==> src/rtl/halfrate_pkg.sv <==
package halfrate_pkg;

  // Number of synchronizer stages the reset release crosses.
  function automatic int unsigned release_depth(input int unsigned late);
    return (late != 0) ? 3 : 2;
  endfunction

  // Phase register update rule.
  function automatic logic phase_next(input logic held, input logic ph);
    return held ? 1'b1 : ~ph;
  endfunction

  // The edge that moves the phase from low to high captures data.
  function automatic logic is_capture_edge(input logic held, input logic ph);
    return (!held) && (!ph);
  endfunction

endpackage

==> src/rtl/hr_reset_sync.sv <==
module hr_reset_sync #(
  parameter int unsigned DEPTH = 2
) (
  input  logic clk,
  input  logic rst_async_i,
  output logic rst_sync_o
);
  localparam int unsigned LAST = DEPTH - 1;

  logic [DEPTH-1:0] stage_q;

  always_ff @(posedge clk or posedge rst_async_i) begin
    if (rst_async_i) stage_q <= '1;
    else             stage_q <= {stage_q[DEPTH-2:0], 1'b0};
  end

  assign rst_sync_o = stage_q[LAST];

  // once released, the synchronized reset stays released while the input stays low
  a_r2_release_sticks: assert property (@(posedge clk) disable iff (rst_async_i)
    !$past(rst_sync_o) |-> !rst_sync_o);

endmodule

==> src/rtl/hr_phase_gen.sv <==
module hr_phase_gen
  import halfrate_pkg::*;
(
  input  logic clk,
  input  logic rst_i,
  output logic phase_o,
  output logic capture_o
);
  logic phase_q;

  always_ff @(posedge clk or posedge rst_i) begin
    if (rst_i) phase_q <= 1'b1;
    else       phase_q <= phase_next(1'b0, phase_q);
  end

  assign phase_o   = phase_q;
  assign capture_o = is_capture_edge(rst_i, phase_q);

  // phase inverts on every edge while held reset is low
  a_r3_toggle: assert property (@(posedge clk) disable iff (rst_i)
    !$past(rst_i) |-> (phase_q != $past(phase_q)));

  // first edge counted after the internal release drives phase low
  a_r2_first_low: assert property (@(posedge clk) disable iff (rst_i)
    ($past(rst_i, 2) && !$past(rst_i)) |-> !phase_q);

endmodule

==> src/rtl/hr_capture.sv <==
module hr_capture #(
  parameter int unsigned DATA_W = 14
) (
  input  logic              clk,
  input  logic              rst_i,
  input  logic              capture_i,
  input  logic [DATA_W-1:0] din_i,
  output logic [DATA_W-1:0] dout_o,
  output logic              valid_o
);
  logic [DATA_W-1:0] data_q;
  logic              valid_q;

  always_ff @(posedge clk or posedge rst_i) begin
    if (rst_i) begin
      data_q  <= '0;
      valid_q <= 1'b0;
    end else begin
      valid_q <= capture_i;
      if (capture_i) data_q <= din_i;
    end
  end

  assign dout_o  = data_q;
  assign valid_o = valid_q;

  // valid never lasts two cycles
  a_r5_single_pulse: assert property (@(posedge clk) disable iff (rst_i)
    valid_q |=> !valid_q);

  // register holds across every non-capture edge
  a_r6_hold: assert property (@(posedge clk) disable iff (rst_i)
    !valid_q |-> $stable(data_q));

endmodule

==> src/rtl/halfrate_latch.sv <==
module halfrate_latch
  import halfrate_pkg::*;
#(
  parameter int unsigned DATA_W       = 14,
  parameter int unsigned LATE_RELEASE = 0
) (
  input  logic              clk_fast,
  input  logic              rst_async,
  input  logic [DATA_W-1:0] din,
  output logic              phase_mon,
  output logic [DATA_W-1:0] dout,
  output logic              dout_valid
);
  localparam int unsigned SYNC_DEPTH = release_depth(LATE_RELEASE);

  logic held_rst;
  logic phase_w;
  logic capture_w;

  hr_reset_sync #(.DEPTH(SYNC_DEPTH)) u_sync (
    .clk         (clk_fast),
    .rst_async_i (rst_async),
    .rst_sync_o  (held_rst)
  );

  hr_phase_gen u_phase (
    .clk       (clk_fast),
    .rst_i     (held_rst),
    .phase_o   (phase_w),
    .capture_o (capture_w)
  );

  hr_capture #(.DATA_W(DATA_W)) u_cap (
    .clk       (clk_fast),
    .rst_i     (held_rst),
    .capture_i (capture_w),
    .din_i     (din),
    .dout_o    (dout),
    .valid_o   (dout_valid)
  );

  assign phase_mon = phase_w;

  // valid pulse coincides with a freshly risen phase
  a_r5_valid_on_rise: assert property (@(posedge clk_fast) disable iff (held_rst)
    dout_valid |-> (phase_w && !$past(phase_w)));

  // every rise of the phase comes with a capture
  a_r4_rise_captures: assert property (@(posedge clk_fast) disable iff (held_rst)
    $rose(phase_w) |-> dout_valid);

endmodule

==> config.mk <==
export PLATFORM = sky130hd
export DESIGN_NAME = halfrate_latch
export DESIGN_NICKNAME = d
export VERILOG_FILES = /design/src/rtl/halfrate_pkg.sv /design/src/rtl/hr_reset_sync.sv /design/src/rtl/hr_phase_gen.sv /design/src/rtl/hr_capture.sv /design/src/rtl/halfrate_latch.sv
export SDC_FILE = /design/constraint.sdc
export NUM_CORES = 1
export LEC_CHECK = 0
export BUFFER_PORTS_ARGS = -buffer_cell sky130_fd_sc_hd__buf_2
export CAP_MARGIN = 20
export CORE_UTILIZATION = 46
export CTS_BUF_LIST = sky130_fd_sc_hd__clkbuf_8
export DETAILED_ROUTE_END_ITERATION = 6
export PLACE_DENSITY_LB_ADDON = 0.3
export SYNTH_ARGS = -nofsm -noshare
export SYNTH_HDL_FRONTEND = slang
export SYNTH_SLANG_ARGS = --single-unit
==> constraint.sdc <==
create_clock -name clk_fast -period 0.8 [get_ports clk_fast]
set_input_delay 0.16 -clock clk_fast [delete_from_list [all_inputs] [get_ports clk_fast]]
set_output_delay 0.16 -clock clk_fast [all_outputs]
set_load 0.02 [all_outputs]
==> flow_metrics.py <==
metrics = {
    "status": {
        "run_status": "finished with violations",
        "violated_checks": "negative setup slack",
    },
    "place": {
        "dp_hpwl_um": 804,
        "port_buffers": 31,
        "placedInstanceArea_um2": 868,
        "finalWeightedCongestion": 0.634,
    },
    "sta": {
        "setup_violations": 32,
        "fin_crit_ns": 1.17,
        "final_min_period_over_clock_period_pct": 146,
        "worst_setup_skew_after_layout_ns": 0.00210,
        "finalMaxSlewViolations": 0,
        "grt_setup_unrepaired": "yes",
        "finalWorstSetupSlack_ns": -0.368,
        "finalHoldViolCount": 0,
        "fmaxAchievable_mhz": 856,
    },
    "clock_tree": {
        "cts.sinks": 18,
        "ctsRootBufferMaster": "sky130_fd_sc_hd__clkbuf_8",
        "clkLatencyLatePin_ns": 0.25,
        "cts_tree": "built",
        "clock_path_buffers": 2,
        "path_clk_slew_ns": 0.06,
        "htreeDepth": 1,
        "numCtsBuffers": 3,
    },
    "worst_setup_path": {
        "r2r_slack_ns": -0.36,
        "cp.arrival_ns": 1.01,
        "required_time_of_the_critical_path_ns": 0.64,
        "critical_path.max_fanout": 2,
        "setup.worst_path.end_class": "output port",
        "worst_r2r_endpoint": "u_cap.dout_o[5]$_DFFE_PP0P_",
        "worst_setup_path_start_kind": "flop",
        "worst-setup-path-type": "flop to output port",
        "reg2regPathDepth": 3,
        "worstReg2RegStart": "u_phase.phase_o$_DFF_PP1_",
    },
    "floorplanning": {
        "dieWidth_um": 40.8,
        "area_of_the_core_region_um2": 1350,
        "initial_core_util_pct": 51.3,
        "floorplan_die_area_um2": 1660,
        "io_pins": 32,
        "num_rows": 13,
        "die-height_um": 40.8,
    },
    "grt": {
        "antenna_found_initial": 0,
        "track_usage_pct": 18.3,
        "grt_overflow_total": 0,
        "via_count_of_the_first_global_routing_pass": 447,
        "grt_max_degree": 11,
        "wire_length_of_the_first_global_routing_pass_mm": 1.89,
    },
    "synth": {
        "synth_cell_type_count": 8,
        "ys_seq_area_share_pct": 65.6,
        "synthesis.area_um2": 692,
        "post_synth_inst_count": 38,
        "net_count_after_synthesis": 54,
        "postSynthAreaPerCell_um2": 18.2,
        "ys_seq_elements": 18,
        "ys.warnings.count": 0,
    },
    "min_path": {
        "hold_path_end": "u_cap.dout_o[1]$_DFFE_PP0P_",
        "worst_hold_path_startpoint": "din[1]",
        "hold-path-cell-count": 2,
        "holdCritPathClass": "input pin to flop",
    },
    "routing": {
        "detail_route.wl_per_cell_um": 13.3,
        "vias": 455,
        "remaining_drc_errors": 0,
        "dr_pass1_iterations": 2,
        "routed_wl_mm": 1.33,
        "first_iter_violations": 1,
        "drt.antenna.violating_nets": 0,
        "via_per_inst": 4.55,
    },
    "flow_run": {
        "max-cap-violations": 0,
    },
    "cells_and_area": {
        "design.final.nets": 102,
        "final_util_pct": 81.9,
        "syn2layout_area_growth_pct": 59.9,
        "drive_gt1_share_pct": 76.5,
        "antenna_cells": 0,
        "stdcell_area_um2": 1110,
        "fill_cell_total_of_the_finished_layout": 73,
    },
    "power_and_ir_drop": {
        "power.leakage_uw": 0.000572,
        "power_density_nw_per_um2": 1950,
        "ir_worst_vdd_uv": 1250,
    },
}
==> worst max-delay path, stage by stage (launching register included) <==
cell	delay, ns
sky130_fd_sc_hd__dfstp_2	0.56
sky130_fd_sc_hd__buf_6	0.10
sky130_fd_sc_hd__buf_6	0.10
==> metal layers <==
layer / vias to the layer above / track usage [%] / share of wire, %
met5: - / 0 / 0
met4: 0 / 7.50 / 0
met3: 0 / 3.26 / 5.9
met2: 25 / 32.4 / 52
met1: 214 / 21.4 / 42
li1: 216 / - / -
==> layout make-up <==
type                    count  area, µm²  area share, %
well taps                  15       18.8           1.70
multi-input cells          16        206           18.7
inverters                   3       11.3           1.02
clock buffers               3       41.3           3.73
repair buffers             44        370           33.5
clock inverters             1       3.75          0.339
flip-flops and latches     18        454           41.1
==> cells by family after synthesis <==
logic type	after synthesis	synth area share, %
muxes	14	27.7
buffers and inverters	4	4.52
and+or+nand+nor	1	1.63
DFF	18	65.6
other	1	0.542
==> power by group <==
| group | leakage [µW] | internal, µW | switching [µW] | total (µW) |
|---|---|---|---|---|
| logic | 0.000335 | 300 | 195 | 496 |
| registers | 0.000210 | 992 | 53.9 | 1050 |
| clock network | 0.0000269 | 340 | 273 | 612 |
==> repair_timing <==
action | CTS | global route
hold endpoints to repair | 2 | 0
buffers inserted | 9 | 1
pin swaps | 1 | 0
setup endpoints to repair | 31 | 32
resized for setup | 36 | 1
hold buffers | 1 | 0
==> Yosys cell counts <==
cell type,count,area (µm²)
sky130_fd_sc_hd__nor2_4,1,11.3
sky130_fd_sc_hd__dfstp_2,3,78.8
sky130_fd_sc_hd__mux2_2,5,56.3
sky130_fd_sc_hd__conb_1,1,3.75
sky130_fd_sc_hd__dfrtp_1,15,375
sky130_fd_sc_hd__mux2_4,9,135
sky130_fd_sc_hd__inv_1,3,11.3
sky130_fd_sc_hd__buf_12,1,20.0
==> how the worst max path moves through the flow <==
| stage | slack (ns) | depth (start not counted) | start | endpoint |
|---|---|---|---|---|
| 3_5_place_dp | -0.52 | 2 | u_sync.stage_q[1]$_DFF_PP1_ | u_cap.dout_o[10]$_DFFE_PP0P_ |
| 6_report | -0.37 | 2 | u_phase.phase_o$_DFF_PP1_ | phase_mon |
| 5_1_grt | -0.41 | 2 | u_phase.phase_o$_DFF_PP1_ | phase_mon |
| 2_1_floorplan | -0.43 | 3 | u_phase.phase_o$_DFF_PP1_ | u_cap.dout_o[0]$_DFFE_PP0P_ |
| 3_3_place_gp | -0.49 | 2 | u_sync.stage_q[1]$_DFF_PP1_ | u_cap.dout_o[10]$_DFFE_PP0P_ |
| 4_1_cts | -0.38 | 2 | u_phase.phase_o$_DFF_PP1_ | phase_mon |
==> layout by cell type (no fill, tap or decap) <==
cell | Yosys | final
sky130_fd_sc_hd__buf_4 | 0 | 8
sky130_fd_sc_hd__inv_2 | 0 | 1
sky130_fd_sc_hd__buf_6 | 0 | 20
sky130_fd_sc_hd__conb_1 | 1 | 1
sky130_fd_sc_hd__dfrtp_1 | 15 | 15
sky130_fd_sc_hd__buf_2 | 0 | 15
sky130_fd_sc_hd__mux2_4 | 9 | 9
sky130_fd_sc_hd__dlygate4sd3_1 | 0 | 1
sky130_fd_sc_hd__inv_1 | 3 | 3
sky130_fd_sc_hd__nor2_4 | 1 | 1
sky130_fd_sc_hd__dfstp_2 | 3 | 3
sky130_fd_sc_hd__mux2_2 | 5 | 5
sky130_fd_sc_hd__clkbuf_8 | 0 | 3
==> registers in the layout, summed over array words and instances (netlist names) <==
signal,count
u_cap.dout_o,14
u_cap.valid_o,1
u_phase.phase_o,1
u_sync.stage_q,2
==> per-stage QoR <==
stage	hold WS [ns]	instances	power, µW	setup TNS, ns	setup slack [ns]
after CTS	0.135	100	2180	-7.24	-0.380
final	0.143	100	2150	-7.09	-0.368
after detailed placement	0.150	86	1400	-7.12	-0.522
after global placement	0.138	86	1390	-6.83	-0.493
after global routing	0.134	100	2260	-8.08	-0.405
after floorplan	0.0715	38	1280	-5.25	-0.425
No activity file was read; power rests on OpenSTA's default activity.
